[src/rtl/pseq_pkg.sv]
package pseq_pkg;
  localparam int NCH = 2;

  typedef struct packed {
    logic gate;
    logic ready;
    logic ov_ok;
    logic uv_ok;
  } ch_stat_t;
endpackage

[src/rtl/pseq_por.sv]
module pseq_por #(
  parameter int POR_CYC = 11250
) (
  input  logic clk_i,
  input  logic rst_ni,
  input  logic sup_ok_i,
  output logic done_o
);
  localparam int W = (POR_CYC > 1) ? $clog2(POR_CYC) : 1;

  logic [W-1:0] cnt_q;
  logic         done_q;

  always_ff @(posedge clk_i or negedge rst_ni) begin
    if (!rst_ni) begin
      cnt_q  <= '0;
      done_q <= 1'b0;
    end else if (!sup_ok_i) begin
      cnt_q  <= '0;
      done_q <= 1'b0;
    end else if (!done_q) begin
      if (cnt_q == W'(POR_CYC - 1)) done_q <= 1'b1;
      else                          cnt_q  <= cnt_q + 1'b1;
    end
  end

  assign done_o = done_q;

  p_restart_on_loss_r1: assert property (@(posedge clk_i) disable iff (!rst_ni)
    !sup_ok_i |=> !done_o);
  p_done_sticky_r1: assert property (@(posedge clk_i) disable iff (!rst_ni)
    done_o && sup_ok_i |=> done_o);
endmodule

[src/rtl/pseq_chan.sv]
module pseq_chan #(
  parameter int DEB_CYC = 12500000
) (
  input  logic clk_i,
  input  logic rst_ni,
  input  logic por_done_i,
  input  logic uv_ok_i,
  input  logic ov_ok_i,
  input  logic en_ni,
  input  logic on_i,
  input  logic wr_hit_i,
  input  logic wr_on_i,
  input  logic gate_i,
  output logic cond_o,
  output logic ready_o,
  output logic ctrl_o,
  output logic pin_o,
  output logic fault_o
);
  localparam int W = (DEB_CYC > 1) ? $clog2(DEB_CYC) : 1;

  logic [W-1:0] cnt_q;
  logic ready_q, ctrl_q, pin_q, onq_q, fault_q;
  logic cond, fire, on_rise;

  assign cond    = por_done_i & uv_ok_i & ov_ok_i & ~en_ni;
  assign fire    = cond & ~ready_q & (cnt_q == W'(DEB_CYC - 1));
  assign on_rise = ready_q & on_i & ~onq_q;

  always_ff @(posedge clk_i or negedge rst_ni) begin
    if (!rst_ni) begin
      cnt_q   <= '0;
      ready_q <= 1'b0;
      ctrl_q  <= 1'b0;
      pin_q   <= 1'b0;
      onq_q   <= 1'b0;
      fault_q <= 1'b0;
    end else begin
      onq_q <= on_i;
      if (!cond) begin
        cnt_q   <= '0;
        ready_q <= 1'b0;
      end else if (!ready_q) begin
        if (fire) ready_q <= 1'b1;
        else      cnt_q   <= cnt_q + 1'b1;
      end
      // priority: reset window, ready sample, host write, pin edge
      if (!por_done_i) begin
        ctrl_q <= 1'b0;
        pin_q  <= 1'b0;
      end else if (fire) begin
        ctrl_q <= on_i;
        pin_q  <= on_i;
      end else if (wr_hit_i) begin
        ctrl_q <= wr_on_i;
        pin_q  <= 1'b0;
      end else if (on_rise) begin
        ctrl_q <= 1'b1;
        pin_q  <= 1'b1;
      end
      if (!por_done_i)         fault_q <= 1'b0;
      else if (gate_i && !cond) fault_q <= 1'b1;
    end
  end

  assign cond_o  = cond;
  assign ready_o = ready_q;
  assign ctrl_o  = ctrl_q;
  assign pin_o   = pin_q;
  assign fault_o = fault_q;

  p_ready_drop_r3: assert property (@(posedge clk_i) disable iff (!rst_ni)
    !cond_o |=> !ready_o);
  p_sample_on_r4: assert property (@(posedge clk_i) disable iff (!rst_ni)
    $rose(ready_o) |-> ctrl_o == $past(on_i));
  p_host_clear_r6: assert property (@(posedge clk_i) disable iff (!rst_ni)
    wr_hit_i && !wr_on_i && ready_o |=> !ctrl_o);
  p_fault_set_r11: assert property (@(posedge clk_i) disable iff (!rst_ni)
    gate_i && !cond_o && por_done_i |=> fault_o);
endmodule

[src/rtl/pseq_arb.sv]
module pseq_arb #(
  parameter int SU_CYC = 1250000
) (
  input  logic       clk_i,
  input  logic       rst_ni,
  input  logic       indep_i,
  input  logic       por_done_i,
  input  logic [1:0] cond_i,
  input  logic [1:0] ready_i,
  input  logic [1:0] ctrl_i,
  input  logic [1:0] pin_i,
  output logic [1:0] gate_o,
  output logic       busy_o
);
  localparam int W = (SU_CYC > 1) ? $clog2(SU_CYC) : 1;

  logic [W-1:0] tmr_q;
  logic         busy_q;
  logic [1:0]   gate_q, gate_nx, keep, want, turn_on;
  logic         free, take0, take1, start, pair_ok;

  assign keep  = cond_i & ready_i & ctrl_i;
  assign want  = keep & ~gate_q;
  assign free  = ~busy_q;
  assign take0 = want[0] & free;
  assign take1 = want[1] & free & ~take0;
  assign pair_ok = &keep;

  always_comb begin
    turn_on[0] = want[0] & (pin_i[0] | free);
    turn_on[1] = want[1] & (pin_i[1] | take1);
    if (indep_i) begin
      gate_nx = keep & (gate_q | turn_on);
      start   = take0 | take1;
    end else begin
      gate_nx = {2{pair_ok}};
      start   = pair_ok & ~gate_q[0] & free;
    end
  end

  always_ff @(posedge clk_i or negedge rst_ni) begin
    if (!rst_ni) begin
      gate_q <= '0;
      busy_q <= 1'b0;
      tmr_q  <= '0;
    end else begin
      gate_q <= gate_nx;
      if (!por_done_i) begin
        busy_q <= 1'b0;
        tmr_q  <= '0;
      end else if (start) begin
        busy_q <= 1'b1;
        tmr_q  <= '0;
      end else if (busy_q) begin
        if (tmr_q == W'(SU_CYC - 1)) busy_q <= 1'b0;
        else                         tmr_q  <= tmr_q + 1'b1;
      end
    end
  end

  assign gate_o = gate_q;
  assign busy_o = busy_q;

  p_off_in_por_r1: assert property (@(posedge clk_i) disable iff (!rst_ni)
    !por_done_i |=> gate_o == 2'b00 && !busy_o);
  p_paired_r7: assert property (@(posedge clk_i) disable iff (!rst_ni)
    !indep_i && $past(!indep_i) |-> gate_o[0] == gate_o[1]);
  p_loss_off0_r11: assert property (@(posedge clk_i) disable iff (!rst_ni)
    gate_o[0] && !cond_i[0] |=> !gate_o[0]);
  p_loss_off1_r11: assert property (@(posedge clk_i) disable iff (!rst_ni)
    gate_o[1] && !cond_i[1] |=> !gate_o[1]);
  p_wait0_r10: assert property (@(posedge clk_i) disable iff (!rst_ni)
    $rose(gate_o[0]) && $past(indep_i) && $past(busy_o) |-> $past(pin_i[0]));
  p_wait1_r8: assert property (@(posedge clk_i) disable iff (!rst_ni)
    $rose(gate_o[1]) && $past(indep_i) && $past(busy_o) |-> $past(pin_i[1]));
  p_start_busy_r8: assert property (@(posedge clk_i) disable iff (!rst_ni)
    $rose(gate_o[0]) && $past(!busy_o) && $past(por_done_i) |-> busy_o);
endmodule

[src/rtl/dual_switch_seq.sv]
module dual_switch_seq
  import pseq_pkg::*;
#(
  parameter int POR_CYC = 11250,
  parameter int DEB_CYC = 12500000,
  parameter int SU_CYC  = 1250000
) (
  input  logic       clk_i,
  input  logic       rst_ni,
  input  logic [1:0] supply_ok_i,
  input  logic       core_ok_i,
  input  logic [1:0] uv_ok_i,
  input  logic [1:0] ov_ok_i,
  input  logic [1:0] en_ni,
  input  logic [1:0] on_i,
  input  logic       indep_i,
  input  logic       wr_i,
  input  logic       wr_sel_i,
  input  logic       wr_on_i,
  output logic [1:0] gate_o,
  output logic       busy_o,
  output logic       por_o,
  output logic [1:0] ctrl_on_o,
  output logic [1:0] fault_o,
  output logic [7:0] status_o
);
  logic           por_done;
  logic [NCH-1:0] cond, ready, ctrl, pin, fault, wr_hit, gate;
  ch_stat_t       stat [NCH];

  pseq_por #(.POR_CYC(POR_CYC)) u_por (
    .clk_i    (clk_i),
    .rst_ni   (rst_ni),
    .sup_ok_i (&supply_ok_i & core_ok_i),
    .done_o   (por_done)
  );

  assign wr_hit = {wr_i & wr_sel_i, wr_i & ~wr_sel_i};

  for (genvar n = 0; n < NCH; n++) begin : g_ch
    pseq_chan #(.DEB_CYC(DEB_CYC)) u_chan (
      .clk_i      (clk_i),
      .rst_ni     (rst_ni),
      .por_done_i (por_done),
      .uv_ok_i    (uv_ok_i[n]),
      .ov_ok_i    (ov_ok_i[n]),
      .en_ni      (en_ni[n]),
      .on_i       (on_i[n]),
      .wr_hit_i   (wr_hit[n]),
      .wr_on_i    (wr_on_i),
      .gate_i     (gate[n]),
      .cond_o     (cond[n]),
      .ready_o    (ready[n]),
      .ctrl_o     (ctrl[n]),
      .pin_o      (pin[n]),
      .fault_o    (fault[n])
    );
    assign stat[n] = '{gate: gate[n], ready: ready[n], ov_ok: ov_ok_i[n], uv_ok: uv_ok_i[n]};
    assign status_o[4*n +: 4] = stat[n];
  end

  pseq_arb #(.SU_CYC(SU_CYC)) u_arb (
    .clk_i      (clk_i),
    .rst_ni     (rst_ni),
    .indep_i    (indep_i),
    .por_done_i (por_done),
    .cond_i     (cond),
    .ready_i    (ready),
    .ctrl_i     (ctrl),
    .pin_i      (pin),
    .gate_o     (gate),
    .busy_o     (busy_o)
  );

  assign gate_o    = gate;
  assign por_o     = ~por_done;
  assign ctrl_on_o = ctrl;
  assign fault_o   = fault;

  p_por_quiet_r1: assert property (@(posedge clk_i) disable iff (!rst_ni)
    por_o |=> ctrl_on_o == 2'b00 && fault_o == 2'b00);
  p_status_gate_r2: assert property (@(posedge clk_i) disable iff (!rst_ni)
    status_o[3] == gate_o[0] && status_o[7] == gate_o[1]);
endmodule

[config.mk]
export PLATFORM = sky130hd
export DESIGN_NAME = dual_switch_seq
export DESIGN_NICKNAME = d
export VERILOG_FILES = /design/src/rtl/pseq_pkg.sv /design/src/rtl/pseq_por.sv /design/src/rtl/pseq_chan.sv /design/src/rtl/pseq_arb.sv /design/src/rtl/dual_switch_seq.sv
export SDC_FILE = /design/constraint.sdc
export NUM_CORES = 1
export LEC_CHECK = 0
export ABC_CLOCK_PERIOD_IN_PS = 4440
export BUFFER_PORTS_ARGS = -buffer_cell sky130_fd_sc_hd__buf_2
export CAP_MARGIN = 20
export CORE_MARGIN = 3
export CORE_UTILIZATION = 25
export DETAILED_ROUTE_END_ITERATION = 12
export SKIP_LAST_GASP = 1
export SYNTH_ARGS = -nofsm -noshare
export SYNTH_HDL_FRONTEND = slang
export SYNTH_SLANG_ARGS = --single-unit
export TNS_END_PERCENT = 10
[constraint.sdc]
create_clock -name clk_i -period 4.44 [get_ports clk_i]
set_input_delay 0.444 -clock clk_i [delete_from_list [all_inputs] [get_ports clk_i]]
set_output_delay 0.444 -clock clk_i [all_outputs]
set_load 0.01 [all_outputs]
# Yosys cells after proc, flatten, opt, wreduce, memory -nomap -nowiden

Cells that the tools add are included.

Bits in registers: 97
Bits of input ports: 17
Output and inout port bits: 16

Add/sub/neg operators: 4
Equal/unequal tests: 16
Multiplexer cells: 46
Bitwise operators: 44
Reductions and logical operators: 10

Operators with widths:

| operator                                                                 | count |
|---|---|
| 24-bit 2-to-1 mux                                                        | 6 |
| 21-bit 2-to-1 mux                                                        | 4 |
| 24-bit by 1-bit adder with 24-bit output (second input constant)         | 2 |
| 24-bit equality test (second input constant)                             | 2 |
| 14-bit 2-to-1 mux                                                        | 3 |
| 1-bit 2-to-1 mux                                                         | 32 |
| 1-bit AND                                                                | 24 |
| 21-bit by 1-bit adder with 21-bit output (second input constant)         | 1 |
| 21-bit equality test (second input constant)                             | 1 |
| 14-bit by 1-bit adder with 14-bit output (second input constant)         | 1 |
| 14-bit equality test (second input constant)                             | 1 |
| 2-bit inequality test (second input constant)                            | 6 |
| 2-bit AND reduction                                                      | 6 |
| 1-bit inverter                                                           | 11 |
| 2-bit AND                                                                | 4 |
| 4-bit by 1-bit inequality test with 1-bit output (second input constant) | 2 |
| 2-bit by 1-bit inequality test with 1-bit output (second input constant) | 2 |
| 3-bit by 1-bit inequality test with 1-bit output (second input constant) | 1 |
| 3-bit by 2-bit inequality test with 1-bit output (second input constant) | 1 |
| 1-bit bitwise OR                                                         | 3 |
| 1-bit logical AND                                                        | 2 |
| 1-bit logical NOT                                                        | 2 |
| 2-bit 2-to-1 mux                                                         | 1 |
| 2-bit inverter                                                           | 1 |
| 2-bit bitwise OR                                                         | 1 |

# Logic depth before layout (Yosys ltp)

Depth in word-level cells: 14
Depth in mapped cells: 10
Gate-level depth less buffers: 7

# Modules after synthesis

From an unflattened synthesis, not the netlist that was laid out.

Cell total of the unflattened synthesis: 569
Area total of the unflattened synthesis: 5405.2 um^2

By module, submodules not included:

| module          | times used | cells an instance | area an instance (um^2) | seq. area each (um^2) |
|---|---|---|---|---|
| pseq_chan       | 2          | 162               | 1511.4                  | 725.7 |
| pseq_arb        | 1          | 154               | 1488.9                  | 600.6 |
| pseq_por        | 1          | 81                | 822.0                   | 375.4 |
| dual_switch_seq | 1          | 10                | 71.3                    | 0.0 |

# Worst setup path before layout

OpenSTA, ideal clock, no wires.

Path type: register -> register
From: register g_ch[1].u_chan.cnt_q[0]
To: register g_ch[1].u_chan.cnt_q[13]
Library setup time: 0.078 ns
Arrival time: 1.951 ns
Slack: 2.411 ns
Stages on the path, launching flop included: 10
Buffers on the path: 2
Cells stage by stage: dfrtp_1 ha_1 and4_1 nand4_1 o21a_1 buf_6 inv_4 buf_6 or4_1 a21oi_1

Word-level cells in the longest chain between the ends: 4

Ends and longest elaborated chain:

| what                                                                             | RTL line                         | source |
|---|---|---|
| start, declared                                                                  | pseq_chan.sv:22                  | `logic [W-1:0] cnt_q;` |
| start signal, assigned                                                           | pseq_chan.sv:45                  | `else cnt_q <= cnt_q + 1'b1;` |
| 24-bit by 1-bit adder with 24-bit output or 24-bit equality test (tied branches) | pseq_chan.sv:45, pseq_chan.sv:27 |  |
| 24-bit 2-to-1 mux or 1-bit AND (tied branches)                                   | pseq_chan.sv:44, pseq_chan.sv:27 |  |
| 24-bit 2-to-1 mux or 2-bit inequality test (tied branches)                       | --                               |  |
| 24-bit 2-to-1 mux or 2-bit AND reduction (tied branches)                         | --                               |  |

Parallel ways exist; a longest one is shown, timed or not. The select of a mux whose other input is x is not followed.
A chain may end at the register's enable or synchronous reset.

# Worst setup path after layout

From: register u_por.done_q, in the netlist u_por.done_o
To: register g_ch[1].u_chan.cnt_q[15]

Word-level cells in the longest chain between the ends: 7

Ends and longest elaborated chain:

| what                                   | RTL line        | source |
|---|---|---|
| start, declared                        | pseq_por.sv:12  | `logic done_q;` |
| start signal, assigned                 | pseq_por.sv:17  | `done_q <= 1'b0;` |
| start signal, assigned                 | pseq_por.sv:20  | `done_q <= 1'b0;` |
| start signal, assigned                 | pseq_por.sv:22  | `if (cnt_q == W'(POR_CYC - 1)) done_q <= 1'b1;` |
| 1-bit AND * (3 in a row)               | pseq_chan.sv:26 | `assign cond = por_done_i & uv_ok_i & ov_ok_i & ~en_ni;` |
| 1-bit AND (2 in a row)                 | pseq_chan.sv:27 | `assign fire = cond & ~ready_q & (cnt_q == W'(DEB_CYC - 1));` |
| 2-bit inequality test (no source line) | --              |  |
| 2-bit AND reduction (no source line)   | --              |  |

Mark *: on every way between the ends. The rest lies on a longest branch, timed or not.

==> flow_summary.yaml <==
power:
  ir_worst_vdd_v: 0.000143
  combinationalPowerShare: 0.022
  total_leakage_power_nw: 2.46
  p_switching_mw: 0.356
  powerDensity_mw_per_mm2: 282
  p_seq_frac: 0.530
  totalPowerFinal_mw: 1.67
  p_int_mw: 1.31
  switching_share: 0.213
  p_clk_frac: 0.447
cts:
  cts-htree-levels: 3
  root_buffer: "clkbuf_16"
  numCtsBuffers: 9
  clock_path_buffers: 2
  cts_tree: "built"
  cts_resized: 0
  path_clk_slew_ns: 0.06
  clock-sinks: 97
  insertion_delay_ns: 0.35
  cts_hold_buf: 0
  cts_setup_buffers: 0
routing:
  wl_um: 12200
  route.detailed.drc: 0
  wl_met1_um: 5850
  route.vias.total: 4267
  wl_per_cell_um: 14.4
  drt_iter0_markers: 356
  met2_length_um: 5730
  routed-wl-met3_um: 461
  via_per_inst: 5.02
  top_layer: "met4"
  antenna_left: 0
  dr.pass1.iters: 4
run:
  maxCapViolations: 0
global_routing:
  antenna_found_initial: 1
  grt_pass1_vias: 4306
  grt.overflow.total: 0
  grt_pass1_wl_um: 21600
  grt_usage: 0.110
  grt_max_degree: 62
setup_path:
  cp.required_ns: 4.72
  r2r_setup_slack_ns: 1.97
  worst-path-stages: 6
  slowest_delay_ns: 0.55
  r2r_cells: 6
  critical_path.top_delay_family: "simple AND/OR/NAND/NOR gates"
  start_kind: "flop"
  cp_cell_sequence: "and4b_1, nand4_1, o21a_1, inv_4, or4_1, a21oi_1"
  r2r-end: "g_ch[1].u_chan.cnt_q[15]"
  cp_data_arrival_time_ns: 2.75
  cpMaxStageDelayCell: "dfrtp_1"
  reg2reg_from: "u_por.done_o"
  crit_path_end_kind: "flop"
  setup.worst_path.class: "reg -> reg"
  setup.worst_path.start: "u_por.done_o"
  endpoint: "g_ch[1].u_chan.cnt_q[15]"
  worst-path-buf-inv: 1
  crit_fanout: 21
floorplanning:
  die_h_um: 152
  die_x_um: 152
  start_util: 0.259
  rows: 52
  pin_count: 33
  dieArea_mm2: 0.0231
  core_mm2: 0.0206
synthesis:
  syn-instance-count: 563
  syn-num-nets: 585
  synth_area_mm2: 0.00532
  synth_area_per_cell_um2: 9.45
  synth_edf_count: 0
  ys_types: 61
  synth-main-ff-cell: "dfrtp_1"
  synthArstFlopShare: 1.00
  yosysSeqAreaShare: 0.456
  ys_warn_count: 0
  synth-seq-cells: 97
finish:
  fillers: 2217
  multi_input_area_mm2: 0.00263
  ff_latch_area_mm2: 0.00243
  nets: 597
  fin_cells: 850
  drive_gt1_frac: 0.109
  syn2layout_area_growth_pct: 11.2
place:
  dp_hpwl_um: 8380
  numPortBuffers: 32
  globalplace.congestion: 0.754
  dp_cells: 833
status:
  status: "completed"
sta:
  whs_ns: 0.175
  finalClockSkew_ns: 0.00550
  fin_crit_sh: 0.557
  timing.setup.tns_ns: 0
  hold_viol: 0
  min_period_ns: 2.47
  rsz0062_at_grt: "false"
  tightest_slew_ns: 0.778
  drv_slew: 0
  slew_headroom: 0.477
  final-setup-viol-count: 0
  fmax_mhz: 404
hold_path:
  hold_class: "in -> async"
==> sequential cells by signal, indices dropped and copies added, names as in the netlist, 2 cells and up <==
name / flops
g_ch.u_chan.cnt_q: 48
u_arb.tmr_q: 21
u_por.cnt_q: 14
g_ch.u_chan.ctrl_o: 2
g_ch.u_chan.fault_o: 2
g_ch.u_chan.onq_q: 2
g_ch.u_chan.pin_o: 2
g_ch.u_chan.ready_o: 2
u_arb.gate_o: 2
==> worst min path at each step <==
stage | end | slack, ns | cells past startpoint
after global placement | g_ch[0].u_chan.fault_o | 0.48 | 2
after CTS | u_arb.tmr_q[17] | 0.22 | 1
after detailed placement | g_ch[0].u_chan.fault_o | 0.49 | 2
after global routing | u_arb.tmr_q[17] | 0.25 | 1
final | u_arb.tmr_q[12] | 0.18 | 1
after floorplan | g_ch[0].u_chan.cnt_q[0] | 0.15 | 0
==> power by group through the flow <==
| stage | registers, mW | logic, mW | clock network, mW |
|---|---|---|---|
| floorplan | 0.902 | 0.00934 | 0 |
| global placement | 0.902 | 0.0396 | 0 |
| detailed placement | 0.902 | 0.0399 | 0 |
| CTS | 0.886 | 0.0401 | 0.774 |
| global route | 0.885 | 0.0444 | 0.803 |
| finish | 0.886 | 0.0375 | 0.748 |
==> cell usage after synthesis (3+ instances only) <==
cell type   n  share of area
nor2_1     56          0.039
ha_1        5          0.012
nor4_1      7         0.0082
xnor2_1     3         0.0049
nor4bb_1    3         0.0056
nand2b_1    5         0.0059
o211ai_1   10          0.014
buf_6       3         0.0063
o31ai_1    15          0.021
mux2i_1     3         0.0056
xor2_1     32          0.053
a211o_1     6         0.0099
clkbuf_1   14         0.0099
inv_1       7         0.0049
dfrtp_1    97           0.46
nand3_1    36          0.034
nor3_1     10         0.0094
nand2_1    50          0.035
or3_1      10          0.012
and4_1      7          0.012
and2_1      4         0.0047
a21oi_1    30          0.028
nand4b_1    3         0.0049
o21ai_0    12          0.011
and3_1     25          0.029
or4_1      17          0.024
nor4b_1     5         0.0082
nor2b_1     3         0.0035
nand4_1    26          0.031
buf_4      19          0.027
nor3b_1     4         0.0056
==> per-stage QoR <==
step | area [um2] | utilization | worst slack [ns]
6_report | 5920 | 0.288 | 1.97
5_1_grt | 5920 | 0.288 | 1.70
4_1_cts | 5910 | 0.287 | 1.95
3_5_place_dp | 5630 | 0.274 | 1.96
3_3_place_gp | 5620 | 0.273 | 1.60
2_1_floorplan | 5320 | - | 2.41
==> cells in the final DEF, fill, tap and decap left out, types with 5 or more instances in the layout <==
master,count
a211o_1,6
a21oi_1,30
and3_1,25
and4_1,7
buf_2,31
buf_4,7
clkbuf_16,9
dfrtp_1,97
ha_1,5
inv_1,7
nand2_1,50
nand2b_1,5
nand3_1,36
nand4_1,26
nor2_1,56
nor3_1,10
nor4_1,7
nor4b_1,5
o211ai_1,10
o21ai_0,12
o31ai_1,15
or3_1,10
or4_1,17
xor2_1,32
==> final cells by class <==
cell class	instances	share of cell area
multi-input combinational	420	0.444
clock inverter	3	0.00254
inverter	9	0.00613
tap	270	0.0571
clock buffer	12	0.0450
timing repair buffer	38	0.0351
sequential	97	0.410
antenna	1	0.000423
==> per-layer routing <==
metal,GRT usage,up-vias
met5,0,-
met4,0.0454,0
li1,-,2106
met3,0.0245,13
met2,0.172,47
met1,0.147,2101
==> cells by family after synthesis <==
kind of cell               share of synthesized area
DFF                                            0.456
and+or+nand+nor                                0.286
AOI/OAI and AO/OA                              0.130
muxes                                        0.00776
buffers and inverters                         0.0508
xor gates and xnor gates                      0.0576
adders and majority gates                     0.0118
==> worst register-to-register path, stage by stage (launching register included) <==
cell     delay [ns]
dfrtp_1        0.55
and4b_1        0.46
nand4_1        0.20
o21a_1         0.34
inv_4          0.17
or4_1          0.53
a21oi_1        0.16
Note: power is estimated with default switching activity, not from simulation.
